[src/rtl/ddr_wap_pkg.sv]
package ddr_wap_pkg;

  localparam int COL_W = 11;

  localparam logic [1:0] MODE_X4  = 2'b00;
  localparam logic [1:0] MODE_X8  = 2'b01;
  localparam logic [1:0] MODE_X16 = 2'b10;

  // {cs_n, ras_n, cas_n, we_n}
  typedef enum logic [3:0] {
    CMD_ACT = 4'b0011,
    CMD_WR  = 4'b0100,
    CMD_NOP = 4'b0111
  } cmd_e;

  // Cycle (relative to ACTIVE) at which the device starts its own precharge
  function automatic int pre_point(int rcd, int wl, int bl, int twr, int tras);
    int rec_end;
    rec_end = rcd + wl + bl / 2 + twr;
    return (rec_end > tras) ? rec_end : tras;
  endfunction

endpackage

[src/rtl/ddr_wap_timer.sv]
module ddr_wap_timer #(
  parameter int T_RCD   = 3,
  parameter int DONE_AT = 11,
  parameter int CNT_W   = 4
) (
  input  logic clk,
  input  logic rst,
  input  logic start,
  output logic busy,
  output logic fire_wr,
  output logic done
);

  localparam logic [CNT_W-1:0] WR_TAP  = CNT_W'(T_RCD - 1);
  localparam logic [CNT_W-1:0] END_TAP = CNT_W'(DONE_AT - 2);

  logic [CNT_W-1:0] cnt;

  always_ff @(posedge clk) begin
    if (rst) begin
      busy <= 1'b0;
      cnt  <= '0;
      done <= 1'b0;
    end else begin
      done <= 1'b0;
      if (start) begin
        busy <= 1'b1;
        cnt  <= '0;
      end else if (busy) begin
        cnt <= cnt + 1'b1;
        if (cnt == END_TAP) begin
          busy <= 1'b0;
          done <= 1'b1;
        end
      end
    end
  end

  assign fire_wr = busy && (cnt == WR_TAP);

endmodule

[src/rtl/ddr_wap_colmap.sv]
module ddr_wap_colmap
  import ddr_wap_pkg::*;
#(
  parameter int ADDR_W = 13
) (
  input  logic [COL_W-1:0]  col,
  input  logic [1:0]        mode,
  output logic [ADDR_W-1:0] wr_addr
);

  always_comb begin
    wr_addr     = '0;
    wr_addr[10] = 1'b1;
    case (mode)
      MODE_X4: begin
        wr_addr[9:0] = col[9:0];
        wr_addr[11]  = col[10];
      end
      MODE_X8: wr_addr[9:0] = col[9:0];
      default: wr_addr[8:0] = col[8:0];
    endcase
  end

endmodule

[src/rtl/ddr_wap_cmdout.sv]
module ddr_wap_cmdout
  import ddr_wap_pkg::*;
#(
  parameter int BANK_W = 2,
  parameter int ADDR_W = 13
) (
  input  logic              clk,
  input  logic              rst,
  input  logic              issue_act,
  input  logic              issue_wr,
  input  logic [BANK_W-1:0] act_bank,
  input  logic [ADDR_W-1:0] act_row,
  input  logic [BANK_W-1:0] wr_bank,
  input  logic [ADDR_W-1:0] wr_addr,
  output cmd_e              cmd_q,
  output logic [BANK_W-1:0] ba_q,
  output logic [ADDR_W-1:0] addr_q
);

  always_ff @(posedge clk) begin
    if (rst) begin
      cmd_q  <= CMD_NOP;
      ba_q   <= '0;
      addr_q <= '0;
    end else if (issue_act) begin
      cmd_q  <= CMD_ACT;
      ba_q   <= act_bank;
      addr_q <= act_row;
    end else if (issue_wr) begin
      cmd_q  <= CMD_WR;
      ba_q   <= wr_bank;
      addr_q <= wr_addr;
    end else begin
      cmd_q  <= CMD_NOP;
      ba_q   <= '0;
      addr_q <= '0;
    end
  end

endmodule

[src/rtl/ddr_wap_sequencer.sv]
module ddr_wap_sequencer
  import ddr_wap_pkg::*;
#(
  parameter int BANK_W = 2,
  parameter int ADDR_W = 13,
  parameter int T_RCD  = 3,
  parameter int T_RAS  = 6,
  parameter int T_WR   = 2,
  parameter int T_RP   = 3,
  parameter int WL     = 1,
  parameter int BL     = 4
) (
  input  logic              clk,
  input  logic              rst,
  input  logic              req_valid,
  output logic              req_ready,
  input  logic [BANK_W-1:0] req_bank,
  input  logic [ADDR_W-1:0] req_row,
  input  logic [COL_W-1:0]  req_col,
  input  logic [1:0]        req_mode,
  output logic              done,
  output logic              cs_n,
  output logic              ras_n,
  output logic              cas_n,
  output logic              we_n,
  output logic [BANK_W-1:0] ba,
  output logic [ADDR_W-1:0] addr
);

  localparam int PRE_AT  = pre_point(T_RCD, WL, BL, T_WR, T_RAS);
  localparam int DONE_AT = PRE_AT + T_RP;
  localparam int CNT_W   = $clog2(DONE_AT + 1);

  logic              busy;
  logic              fire_wr;
  logic              accept;
  logic [BANK_W-1:0] bank_q;
  logic [COL_W-1:0]  col_q;
  logic [1:0]        mode_q;
  logic [ADDR_W-1:0] wr_addr;
  cmd_e              cmd_q;

  assign req_ready = !busy;
  assign accept    = req_valid && !busy;

  always_ff @(posedge clk) begin
    if (rst) begin
      bank_q <= '0;
      col_q  <= '0;
      mode_q <= MODE_X4;
    end else if (accept) begin
      bank_q <= req_bank;
      col_q  <= req_col;
      mode_q <= req_mode;
    end
  end

  ddr_wap_timer #(
    .T_RCD  (T_RCD),
    .DONE_AT(DONE_AT),
    .CNT_W  (CNT_W)
  ) u_timer (
    .clk    (clk),
    .rst    (rst),
    .start  (accept),
    .busy   (busy),
    .fire_wr(fire_wr),
    .done   (done)
  );

  ddr_wap_colmap #(
    .ADDR_W(ADDR_W)
  ) u_colmap (
    .col    (col_q),
    .mode   (mode_q),
    .wr_addr(wr_addr)
  );

  ddr_wap_cmdout #(
    .BANK_W(BANK_W),
    .ADDR_W(ADDR_W)
  ) u_cmdout (
    .clk      (clk),
    .rst      (rst),
    .issue_act(accept),
    .issue_wr (fire_wr),
    .act_bank (req_bank),
    .act_row  (req_row),
    .wr_bank  (bank_q),
    .wr_addr  (wr_addr),
    .cmd_q    (cmd_q),
    .ba_q     (ba),
    .addr_q   (addr)
  );

  assign {cs_n, ras_n, cas_n, we_n} = cmd_q;

endmodule

[config.mk]
export PLATFORM = sky130hd
export DESIGN_NAME = ddr_wap_sequencer
export DESIGN_NICKNAME = d
export VERILOG_FILES = /design/src/rtl/ddr_wap_pkg.sv /design/src/rtl/ddr_wap_timer.sv /design/src/rtl/ddr_wap_colmap.sv /design/src/rtl/ddr_wap_cmdout.sv /design/src/rtl/ddr_wap_sequencer.sv
export SDC_FILE = /design/constraint.sdc
export NUM_CORES = 1
export LEC_CHECK = 0
export BUFFER_PORTS_ARGS = -buffer_cell sky130_fd_sc_hd__buf_2
export CORE_MARGIN = 3
export CORE_UTILIZATION = 46
export DETAILED_ROUTE_END_ITERATION = 7
export GPL_TIMING_DRIVEN = 0
export HOLD_SLACK_MARGIN = 0.1
export PLACE_DENSITY = 0.77
export SLEW_MARGIN = 20
export SYNTH_ARGS = -nofsm -noshare
export SYNTH_HDL_FRONTEND = slang
export SYNTH_SLANG_ARGS = --single-unit
[constraint.sdc]
create_clock -name clk -period 1.63 [get_ports clk]
set_clock_uncertainty 0.2 [all_clocks]
set_input_delay 0.326 -clock clk [delete_from_list [all_inputs] [get_ports clk]]
set_output_delay 0.326 -clock clk [all_outputs]
set_load 0.01 [all_outputs]
==> results.toml <==
[sta]
tns_ns = 0
final_max_slew_viol_count = 0
setup_slack_ns = 0.06014
setup-violations-final = 0
timing.fmax_mhz = 637.0
final_hold_viol_count = 0
period_needed_ns = 1.570
timing.final.crit_share = 0.9631

[setup_path]
cp_num_buf_inv = 2
maximum_fanout_along_the_worst_path = 10
regToRegEndpoint = "u_cmdout.addr_q[7]"
setup.worst_path.end_class = "flip-flop"
critical_path.top_delay_family = "simple AND/OR/NAND/NOR gates"
cp_data_arrival_time_ns = 1.65
critical_path_class = "flip-flop to flip-flop"
worst-r2r-cell-count = 5
worst_path_most_repeated_cell = "sky130_fd_sc_hd__buf_6"
critical_path.slowest_cell = "sky130_fd_sc_hd__or3b_4"
timing.rr.start = "u_timer.busy"
worst_ep_required_time_ns = 1.71
path_cells = "buf_6, or3b_4, nor2_4, buf_6, a22o_1"
critPathLaunchType = "flip-flop"
cp_slowest_stage_delay_ns = 0.42
r2r_setup_slack_ns = 0.06

[synthesis]
yosys_reg_bits = 38
synth.yosys.warnings = 0
yosys.cell_types.count = 22
postSynthCellCount = 109
post_synth_instance_area_um2 = 1287
ys_seq_area_frac = 0.5909
post_synth.cell_area_avg_um2 = 11.81
syn-num-nets = 143

[power]
power_density_nw_per_um2 = 917.0
worst_ir_drop_vdd_uv = 836.2
total_leakage_power_nw = 0.9308

[cts]
cts_sinks = 38
cts_root_buf = "sky130_fd_sc_hd__clkbuf_4"
tritoncts = "done"
clock_transition_at_the_registers_of_the_reported_paths_ns = 0.11
cts_buffers = 5
ctsHtreeMaxLevel = 2
clk_latency_ns = 0.34
clock_tree.buffer_depth = 2

[cells_and_area]
synthToLayoutAreaGrowth_pct = 53.74
antennaDiodeCount = 0
fin_nets = 232
fill_cells = 163
stdcell_area_um2 = 1979
final_layout_size_suffix_gt1_frac = 0.3668

[floorplan]
floorplan.initialDensity = 0.5015
num_rows = 18
dieHeight_um = 58.91
top_level_ports = 52
die_area_um2 = 3470
dieWidth_um = 58.91
core_um2 = 2567

[job]
max-cap-violations = 0

[place]
placedInstanceArea_um2 = 1575
dp.final_hpwl_mm = 1.921
port_buffers = 50
pre_cts_slack_ns = 0.05017
finalWeightedCongestion = 0.7076

[routing]
initial_detailed_routing_violation_count = 26
detail_route.wirelength_mm = 3.302
drc = 0
drt-vias-per-instance = 5.087
detail_route.first_pass.iterations = 4
routed_via_count = 1165
drt-wirelength-per-cell_um = 14.42
route.antenna.remaining_nets = 0

[global_routing]
grt_pass1_wl_mm = 5.250
largest_net_degree_at_the_start_of_global_routing = 12
grt_util_all_layers = 0.2059
via_count_of_the_first_global_routing_pass = 1188
antenna_found_initial = 0
global_route.overflow_total = 0

[min_path]
hold_path.startpoint = "rst"
holdCritPathClass = "input pin to flip-flop"
worstHoldEndpoint = "u_timer.done"
min_path_cells = 3

[outcome]
outcome = "finished, final reports clean"
-- worst min-delay path: stages --
cell and delay [ns]:
sky130_fd_sc_hd__buf_2 0.12, sky130_fd_sc_hd__or3b_4 0.17, sky130_fd_sc_hd__nor2_1 0.05
-- cells in the mapped netlist --
cell type	n	area (um^2)
sky130_fd_sc_hd__nand2_1	2	7.510
sky130_fd_sc_hd__a22o_1	27	236.5
sky130_fd_sc_hd__and2_1	1	6.260
sky130_fd_sc_hd__a211oi_1	2	15.01
sky130_fd_sc_hd__xor2_1	2	17.52
sky130_fd_sc_hd__a21o_1	1	7.510
sky130_fd_sc_hd__xnor2_1	1	8.760
sky130_fd_sc_hd__or3b_4	1	11.26
sky130_fd_sc_hd__buf_6	2	22.52
sky130_fd_sc_hd__inv_1	6	22.52
sky130_fd_sc_hd__nor3_2	1	10.01
sky130_fd_sc_hd__buf_4	2	15.01
sky130_fd_sc_hd__a32o_1	1	10.01
sky130_fd_sc_hd__a21oi_2	1	8.760
sky130_fd_sc_hd__dfxtp_1	38	760.7
sky130_fd_sc_hd__conb_1	1	3.750
sky130_fd_sc_hd__nor2_4	1	11.26
sky130_fd_sc_hd__ha_1	3	37.54
sky130_fd_sc_hd__nand2b_1	3	18.77
sky130_fd_sc_hd__nand4_1	1	6.260
sky130_fd_sc_hd__nor2_1	8	30.03
sky130_fd_sc_hd__buf_2	4	20.02
-- layer usage --
metal / global-route usage / share of wire
met4: 0.09385 / 0.028
met3: 0.06360 / 0.062
met5: 0 / 0
met1: 0.2088 / 0.38
met2: 0.3801 / 0.53
-- area by class of cell --
class                           instances  area (um^2)  area share
Sequential cell                        38        762.0      0.3850
Timing Repair Buffer                   82        565.5      0.2857
Multi-Input combinational cell         57        452.9      0.2288
Clock buffer                            8        78.83     0.03982
Buffer                                  8        60.06     0.03034
Tap cell                               30        37.54     0.01896
Inverter                                6        22.52     0.01138
-- layout by cell type (no fill, tap or decap) --
cell and count:
sky130_fd_sc_hd__nor2_4 1, sky130_fd_sc_hd__nor3_4 1, sky130_fd_sc_hd__clkbuf_8 3, sky130_fd_sc_hd__inv_1 6, sky130_fd_sc_hd__dfxtp_2 1, sky130_fd_sc_hd__nand2_1 2, sky130_fd_sc_hd__conb_1 1, sky130_fd_sc_hd__a21oi_2 1
sky130_fd_sc_hd__and2_1 1, sky130_fd_sc_hd__nand4_1 1, sky130_fd_sc_hd__nor2_1 8, sky130_fd_sc_hd__buf_6 2, sky130_fd_sc_hd__dlygate4sd3_1 30, sky130_fd_sc_hd__clkbuf_4 6, sky130_fd_sc_hd__buf_2 53, sky130_fd_sc_hd__a211oi_1 2
sky130_fd_sc_hd__a32o_1 1, sky130_fd_sc_hd__or3b_4 1, sky130_fd_sc_hd__dfxtp_1 37, sky130_fd_sc_hd__xnor2_1 1, sky130_fd_sc_hd__a21o_1 1, sky130_fd_sc_hd__xor2_1 2, sky130_fd_sc_hd__buf_4 4, sky130_fd_sc_hd__a22o_1 27
sky130_fd_sc_hd__ha_1 3, sky130_fd_sc_hd__nand2b_1 3
-- metrics by stage --
step           total power, mW  instances  utilization  hold slack [ns]
2_1_floorplan            1.105        109            -           0.1988
3_3_place_gp             1.175        189       0.6135           0.2516
3_5_place_dp             1.181        189       0.6135           0.2559
4_1_cts                  1.815        227       0.7612           0.1293
5_1_grt                  1.890        229       0.7710           0.1668
6_report                 1.815        229       0.7710           0.1655
-- state kept, by name, summed over array words and instances, names as in the netlist --
name,cells
mode_q,2
u_timer.busy,1
u_timer.done,1
col_q,11
u_cmdout.ba_q,2
bank_q,2
u_cmdout.cmd_q,2
u_timer.cnt,4
u_cmdout.addr_q,13
-- power by group --
group / leakage (nW) / internal (mW) / switching (mW)
sequential: 0.311 / 0.972 / 0.0224
combinational: 0.575 / 0.136 / 0.0951
clock: 0.0446 / 0.295 / 0.295
-- worst max path at each step --
stage,start,to,slack (ns),depth (start not counted)
3_3_place_gp,rst,u_cmdout.addr_q[5],0.07,5
2_1_floorplan,u_timer.busy,u_cmdout.addr_q[0],0.17,5
3_5_place_dp,rst,u_cmdout.addr_q[7],0.05,5
5_1_grt,u_timer.busy,u_cmdout.addr_q[4],-0.06,5
6_report,u_timer.busy,u_cmdout.addr_q[7],0.06,5
4_1_cts,u_timer.busy,u_cmdout.addr_q[4],0.02,5
-- what timing repair did --
item	4_1_cts	5_1_grt
hold buffers	30	0
buffers inserted	0	2
hold endpoints to repair	31	0
setup endpoints to repair	0	16
gates resized for setup	0	3
-- cell families after synthesis --
group | share of synthesized area
flops | 0.5909
compound gates | 0.2157
simple gates | 0.07873
buf+inv | 0.06219
xor+xnor | 0.02041
fa+ha+maj | 0.02916
other cells | 0.002913
Power figures use the tool's default switching activity.
